--- config.mk ---
export PLATFORM = sky130hd
export DESIGN_NAME = wake_src_ctrl
export DESIGN_NICKNAME = d
export VERILOG_FILES = /design/src/rtl/wake_src_ctrl.sv
export SDC_FILE = /design/constraint.sdc
export NUM_CORES = 1
export LEC_CHECK = 0
export BUFFER_PORTS_ARGS = -buffer_cell sky130_fd_sc_hd__buf_2
export CAP_MARGIN = 20
export CORE_MARGIN = 2
export CORE_UTILIZATION = 40
export DETAILED_ROUTE_END_ITERATION = 7
export PLACE_DENSITY = 0.65
export SLEW_MARGIN = 10
export SYNTH_ARGS = -nofsm -noshare
export SYNTH_HDL_FRONTEND = slang
export SYNTH_SLANG_ARGS = --single-unit
--- constraint.sdc ---
create_clock -name clk -period 2.3 [get_ports clk]
set_input_delay 0.115 -clock clk [delete_from_list [all_inputs] [get_ports clk]]
set_output_delay 0.115 -clock clk [all_outputs]
set_load 0.02 [all_outputs]
--- src/rtl/wake_src_ctrl.sv ---
module wake_src_ctrl #(
  parameter int NGPIO  = 28,
  parameter int ADDR_W = 8,
  parameter int CFG_W  = 5,
  parameter logic [ADDR_W-1:0] EN_OFS  = 8'h0C,
  parameter logic [ADDR_W-1:0] CFG_OFS = 8'h14
) (
  input  logic              clk,
  input  logic              rst_n,
  input  logic              vdd_fault,
  input  logic              batt_fault,
  input  logic              asleep,
  input  logic [NGPIO-1:0]  gpio_in,
  input  logic [NGPIO-1:0]  gpio_dir,
  input  logic              rtc_alarm,
  input  logic              bus_wr,
  input  logic [ADDR_W-1:0] bus_addr,
  input  logic [31:0]       bus_wdata,
  output logic [31:0]       bus_rdata,
  output logic [CFG_W-1:0]  clk_cfg,
  output logic              wake_req
);
  localparam logic [31:0] EN_MASK  = 32'h8000_0000 | ((32'd1 << NGPIO) - 32'd1);
  localparam logic [31:0] EN_RESET = 32'h0000_0003;
  localparam int RTC_BIT = 31;

  logic [31:0]      en_q;
  logic [CFG_W-1:0] cfg_q;
  logic [NGPIO-1:0] smp_q, prv_q;
  logic [1:0]       arm_q;
  logic             fault;
  logic [NGPIO-1:0] pin_hit;
  logic             hit;

  assign fault = vdd_fault | batt_fault;

  always_ff @(posedge clk or negedge rst_n) begin
    if (!rst_n) begin
      en_q  <= EN_RESET;
      cfg_q <= '0;
    end else begin
      if (fault)
        en_q <= EN_RESET;
      else if (bus_wr && bus_addr == EN_OFS)
        en_q <= bus_wdata & EN_MASK;
      if (bus_wr && bus_addr == CFG_OFS)
        cfg_q <= bus_wdata[CFG_W-1:0];
    end
  end

  always_ff @(posedge clk or negedge rst_n) begin
    if (!rst_n) begin
      smp_q <= '0;
      prv_q <= '0;
      arm_q <= '0;
    end else begin
      smp_q <= gpio_in;
      prv_q <= smp_q;
      arm_q <= {arm_q[0], 1'b1};
    end
  end

  assign pin_hit = (smp_q ^ prv_q) & en_q[NGPIO-1:0] & ~gpio_dir & {NGPIO{arm_q[1]}};
  assign hit     = (|pin_hit) | (rtc_alarm & en_q[RTC_BIT]);

  always_ff @(posedge clk or negedge rst_n) begin
    if (!rst_n) wake_req <= 1'b0;
    else        wake_req <= asleep & hit;
  end

  always_comb begin
    bus_rdata = '0;
    if (bus_addr == EN_OFS)       bus_rdata = en_q;
    else if (bus_addr == CFG_OFS) bus_rdata[CFG_W-1:0] = cfg_q;
  end

  assign clk_cfg = cfg_q;

  AST_FAULT_FORCE: assert property (@(posedge clk) disable iff (!rst_n)
    fault |=> bus_rdata == EN_RESET || bus_addr != EN_OFS);
  AST_RSVD_ZERO: assert property (@(posedge clk) disable iff (!rst_n)
    bus_addr == EN_OFS |-> (bus_rdata & ~EN_MASK) == 32'd0);
  AST_NO_WAKE_AWAKE: assert property (@(posedge clk) disable iff (!rst_n)
    !asleep |=> !wake_req);
  AST_CFG_HOLD: assert property (@(posedge clk) disable iff (!rst_n)
    !(bus_wr && bus_addr == CFG_OFS) |=> $stable(clk_cfg));
  AST_RTC_WAKE: assert property (@(posedge clk) disable iff (!rst_n)
    (asleep && rtc_alarm && en_q[RTC_BIT]) |=> wake_req);
endmodule

==> flow_summary.yaml, run 1 <==
run_status:
  status: "finished, final reports clean"
yosys:
  synth_top_cells_by_area: "sky130_fd_sc_hd__dfrtp_1, sky130_fd_sc_hd__a22o_1, sky130_fd_sc_hd__xnor2_1"
  number_of_storage_elements_in_the_synthesis_netlist: 93
  cell_area_after_synthesis_sq_mm: 0.00353
  synth_top_cell_by_area: "sky130_fd_sc_hd__dfrtp_1"
  yosysSeqAreaShare_pct: 65.9
  post_synth_num_cell_types: 29
  syn_area_per_cell_sq_um: 14.1
  post_synth_top_area_share_pct: 64.4
  synth_warnings: 0
  syn_inst: 251
drt:
  detail_route.wl_per_cell_um: 15.3
  routed-wl-met2_mm: 4.12
  wirelength_met1_mm: 3.91
  maxUsedRoutingLayer: "met4"
  final_antenna_net_count: 0
  detail_route.wirelength_mm: 8.59
  drt-pass1-iter-count: 4
  route.met3.wl_um: 384
  drt_first_iter_violations: 70
  routed_via_density: 4.74
  drt_drc_violations_left: 0
  route.vias.total: 2666
layout:
  drive_above_1_share_pct: 36.6
  final_cell_area_sq_mm: 0.00511
  finalNetCount: 552
  final_util_pct: 59.2
  antenna-diode-count: 0
  syn2layout_area_growth_pct: 44.6
  leading_cell_type_in_the_layout_fill_and_taps_excluded: "sky130_fd_sc_hd__buf_2"
  most-common-layout-cells: "sky130_fd_sc_hd__buf_2, sky130_fd_sc_hd__dfrtp_1, sky130_fd_sc_hd__dlygate4sd3_1"
  post_layout_nonfiller_instances: 562
  n_fill_cell: 707
power:
  cell_internal_power_mw: 2.31
  clock_power_share_pct: 33.2
  power.net_switching_mw: 0.699
  design_power_total_mw: 3.01
  power.static_leakage_nw: 2.53
  power_density_mw_per_mm2: 590
  irDropWorstVdd_mv: 0.316
  p_seq_share_pct: 57.2
  comb_power_share_pct: 9.6
  swShare_pct: 23.2
grt:
  grt_antenna_before_repair: 0
  pin_count_of_the_biggest_net_entering_global_routing: 50
  first_global_vias: 2853
  grt_overflow: 0
  grt_pass1_wl_mm: 13.8
  groute.usage.overall_pct: 18.6
worst_setup_path:
  crit_path_max_fanout: 1
  cp_data_arrival_time_ns: 2.03
  timing.setup.critical_path_class: "reg -> reg"
  startpoint_type: "flip-flop"
  timing.critical_path.required_ns: 2.55
  crit_path_end_kind: "flip-flop"
  setup.reg_to_reg.worst_slack_ns: 0.52
timing:
  timing_max_transition_violations_final: 0
  timing.final.crit_period_ns: 1.78
  rsz0062_at_grt: "no"
  worst_max_slew_pin_slew_ns: 0.963
  setup_viol: 0
  upper_clock_frequency_limit_mhz: 562
  worst_slew_margin_rel_pct: 35.6
  hold_viol: 0
  fin_crit_sh_pct: 77.4
  finClkSkew_ns: 0.0108
  totalNegativeSetupSlack_ns: 0
min_path:
  hold_path.class: "in -> reg"
clocking:
  tritoncts: "yes"
  post_cts_buffers: 0
  clk-insertion-delay-late_ns: 0.35
  cts_inserted_buffers: 9
  clkSlewWorstSetupHoldPaths_ns: 0.09
  cts_max_level: 3
  ctsLongestPathBuffers: 2
  numClockSinks: 93
  cts_root_buf: "sky130_fd_sc_hd__clkbuf_8"
floorplanning:
  fp-row-count: 34
  core_area_sq_mm: 0.00864
  height_of_the_die_um: 98.0
  boundaryPins: 141
  design.die.area_sq_mm: 0.00960
  dieWidth_um: 98.0
  initial_core_util_pct: 40.9
placement:
  place.gp.congestion: 0.841
  place.port_buffers: 134
  dpl.hpwl_mm: 5.73
  placedInstanceArea_sq_mm: 0.00434
  post-place-cells: 488
job:
  drv_cap: 0
## cell usage after synthesis (all sizes together)
cell	n
a21boi	1
a21o	1
a22o	32
a22oi	2
a31oi	1
a32oi	1
and2	24
and3	1
buf	9
clkbuf	3
conb	2
dfrtp	91
dfstp	2
inv	6
mux2	5
nand2	2
nand3b	5
nand4	3
nor2	2
nor3	2
nor3b	21
nor4	5
nor4b	1
o311a	1
xnor2	21
xor2	7
## registers in the layout, indices dropped and copies added (netlist names)
| signal | cells |
|---|---|
| arm_q | 2 |
| clk_cfg | 5 |
| en_q | 29 |
| prv_q | 28 |
| smp_q | 28 |
| wake_req | 1 |
## routing by layer
layer | vias up | global-route usage (%)
met4 | 0 | 8.01
met5 | - | 0
met1 | 1295 | 24.8
met3 | 14 | 3.36
li1 | 1272 | -
met2 | 85 | 30.2
## what timing repair did
| action | 4_1_cts | 5_1_grt |
|---|---|---|
| gates resized for setup | 0 | 0 |
| hold buffers | 58 | 0 |
| endpoints found under the hold margin | 103 | 0 |
## cells by family (layout without fill, tap and decap cells)
family	count (synthesis)	in the layout	synth area share (%)
AOI/OAI and AO/OA	39	39	9.49
muxes	5	5	1.59
buffers and inverters	18	219	3.05
xor gates and xnor gates	28	28	6.94
DFF	93	93	65.9
and+or+nand+nor	66	66	12.8
other	2	4	0.213
## layout make-up
cell class              instances  area (sq um)  share of cell area (%)
multi-input cells             142          1120                    21.9
clock buffers                  11           151                    2.96
flip-flops and latches         93          2330                    45.6
repair buffers                197          1320                    25.8
clock inverters                 5          33.8                   0.661
inverters                       6          22.5                   0.441
well taps                     108           135                    2.64
## path summary, 6_finish.rpt
check / startpoint / endpoint / cells past startpoint
worst max-delay path: prv_q[4] / wake_req / 5
worst min-delay path: bus_wdata[4] / en_q[4] / 2
worst max register to register: prv_q[4] / wake_req / 5
worst min register to register: arm_q[0] / arm_q[1] / 0
max in group asynchronous: rst_n / en_q[6] / 3
min in group asynchronous: rst_n / smp_q[26] / 2
## stage by stage
stage / hold WS, ns / setup WS (ns)
floorplan: -0.181 / 0.819
global placement: 0.172 / 0.547
detailed placement: 0.172 / 0.485
CTS: 0.00261 / 0.483
global route: 0.0183 / 0.415
finish: 0.0274 / 0.520
## power by group through the flow
stage / clock (mW) / sequential (mW) / combinational (mW)
after floorplan: 0 / 1.76 / 0.0723
after global placement: 0 / 1.75 / 0.213
after detailed placement: 0 / 1.76 / 0.215
after CTS: 1.04 / 1.72 / 0.292
after global routing: 1.11 / 1.73 / 0.319
final: 1.00 / 1.72 / 0.290
## critical path, cell delays in order, from the launching register on
cell	delay, ns
sky130_fd_sc_hd__dfrtp_1	0.38
sky130_fd_sc_hd__xnor2_1	0.17
sky130_fd_sc_hd__nor3b_1	0.07
sky130_fd_sc_hd__nor4_1	0.53
sky130_fd_sc_hd__nand4_1	0.19
sky130_fd_sc_hd__o311a_1	0.32
Power figures use the tool's default switching activity.
==> run 2, diff against run 1 <==
Settings changed: PLACE_DENSITY 0.65 to 0.68.
Clock period 2.3 ns to 1.59 ns, I/O delays scaled along.
==> run 2 against run 1 <==
Effect of this change:
- the run now ends with negative setup slack left
- critical path depth up 1
- count of clock-buffer cells in the layout unchanged
- register-to-register slack worse by 0.57 ns
- cell count up 2.0%
- utilization up 1.0 points
- first-iteration DRC count up 8.6%
- worst hold slack better by 0.089 ns
- total power up 44%
- largest cell class unchanged
==> flow_summary.yaml, run 2 (synthesis results as in run 1) <==
power:
  power.static_leakage_nw: 2.59
  irDropWorstVdd_mv: 0.558
  power_density_mw_per_mm2: 834
  design_power_total_mw: 4.34
timing:
  setup_viol: 1
  hold_viol: 0
  rsz0062_at_grt: "yes"
  timing.final.crit_period_ns: 1.64
  worst_slew_margin_rel_pct: 36.6
  final_ws_setup_ns: -0.0536
  finClkSkew_ns: 0.0136
  worst_max_slew_pin_slew_ns: 0.949
  totalNegativeSetupSlack_ns: -0.0536
  fin_crit_sh_pct: 103
  timing_max_transition_violations_final: 0
  upper_clock_frequency_limit_mhz: 608
clocking:
  clk-insertion-delay-late_ns: 0.35
  cts_root_buf: "sky130_fd_sc_hd__clkbuf_8"
  ctsLongestPathBuffers: 2
  clkSlewWorstSetupHoldPaths_ns: 0.10
  cts_inserted_buffers: 9
  numClockSinks: 93
  tritoncts: "yes"
  cts_max_level: 3
worst_setup_path:
  critical_path_buf_inv_count: 1
  timing.critical_path.required_ns: 1.83
  crit_path_end_kind: "flip-flop"
  timing.critical_path.cells: "xnor2_1 > nor3b_1 > nor4_2 > buf_4 > nand4_1 > o311a_1"
  max_stage_delay_ns: 0.39
  timing.setup.critical_path_class: "reg -> reg"
  crit_path_max_fanout: 2
  worst_path_max_delay_cell: "sky130_fd_sc_hd__dfrtp_1"
  top_cell_family_by_delay_on_the_critical_path: "simple AND/OR/NAND/NOR gates"
  startpoint_type: "flip-flop"
  cp_data_arrival_time_ns: 1.89
layout:
  multi_input_area_sq_mm: 0.00113
  antenna-diode-count: 0
  most-common-layout-cells: "sky130_fd_sc_hd__buf_2, sky130_fd_sc_hd__dfrtp_1, sky130_fd_sc_hd__dlygate4sd3_1"
  drive_above_1_share_pct: 37.8
  final-seq-area_sq_mm: 0.00233
  post_layout_nonfiller_instances: 573
  finalNetCount: 563
  n_fill_cell: 737
  final_util_pct: 60.2
  layout_top_registers: "en_q x29, prv_q x28, smp_q x28"
  syn2layout_area_growth_pct: 47.2
  leading_cell_type_in_the_layout_fill_and_taps_excluded: "sky130_fd_sc_hd__buf_2"
  biggest_register: "en_q"
  largest_register_ffs: 29
grt:
  groute.usage.overall_pct: 19.1
  gr-max-usage-layer: "met2"
  grt_antenna_before_repair: 0
  grt.met2_usage_pct: 32.1
  pin_count_of_the_biggest_net_entering_global_routing: 46
  grtUsageMet1_pct: 24.6
  grt_pass1_wl_mm: 14.2
  first_global_vias: 2956
  grtUsageMet3_pct: 4.58
  grt_overflow: 0
floorplanning:
  core_area_sq_mm: 0.00864
  boundaryPins: 141
  dieWidth_um: 98.0
  fp-row-count: 34
  design.die.area_sq_mm: 0.00960
  initial_core_util_pct: 40.9
  height_of_the_die_um: 98.0
drt:
  final_antenna_net_count: 0
  detail_route.wl_per_cell_um: 15.6
  route.vias.total: 2754
  drt_first_iter_violations: 76
  routed_via_density: 4.81
  drt_drc_violations_left: 0
  drt-pass1-iter-count: 4
  detail_route.wirelength_mm: 8.94
run_status:
  status: "complete, but fails checks"
  violations: "negative setup slack"
placement:
  dpl.hpwl_mm: 5.96
  place.port_buffers: 134
  place.gp.congestion: 0.831
  post-place-cells: 495
job:
  drv_cap: 0
min_path:
  hold_path.class: "in -> reg"
==> run 2: repair_timing <==
item / in CTS / in global routing
setup endpoints to repair: 5 / 30
buffers inserted: 1 / 1
pin swaps: 3 / 3
hold buffers: 59 / 0
resized for setup: 2 / 2
hold endpoints to repair: 89 / 0
cloned: 0 / 1
==> run 2: layer usage <==
metal,part of all wire [%],routed length [um]
met4,1.6,139
met3,5.1,460
met5,0,0
met1,44,3890
met2,50,4450
==> run 2: path summary, 6_finish.rpt <==
kind	from	endpoint	slack, ns	depth (start not counted)
max in group asynchronous	rst_n	clk_cfg[4]	0.77	3
hold reg to reg	arm_q[0]	arm_q[1]	0.37	0
min in group asynchronous	rst_n	smp_q[26]	0.18	2
setup / recovery	smp_q[12]	wake_req	-0.05	6
hold / removal	rtc_alarm	wake_req	0.12	3
setup reg to reg	smp_q[12]	wake_req	-0.05	6
==> run 2: power breakdown <==
part	internal, mW	switching [mW]	leakage [nW]
Clock	0.615	0.793	0.0933
Sequential	2.45	0.0446	1.16
Combinational	0.258	0.179	1.34
Total	3.32	1.02	2.59
==> run 2: cell type report <==
type	instances	area share, %
multi-input cells	142	21.7
inverters	6	0.433
clock buffers	11	2.72
flip-flops and latches	93	44.8
repair buffers	208	27.1
well taps	108	2.60
clock inverters	5	0.698
==> run 2: worst min-delay path: stages <==
cell	delay (ns)
sky130_fd_sc_hd__buf_2	0.09
sky130_fd_sc_hd__a21o_1	0.12
sky130_fd_sc_hd__o311a_1	0.15
==> run 2: metrics by stage <==
stage / hold WS (ns) / instance area, sq um / worst slack (ns)
finish: 0.116 / 5200 / -0.0536
global route: 0.112 / 5200 / -0.188
CTS: 0.0948 / 5180 / -0.0910
detailed placement: 0.0253 / 4400 / -0.152
global placement: 0.0200 / 4400 / -0.117
floorplan: -0.216 / 3540 / 0.180
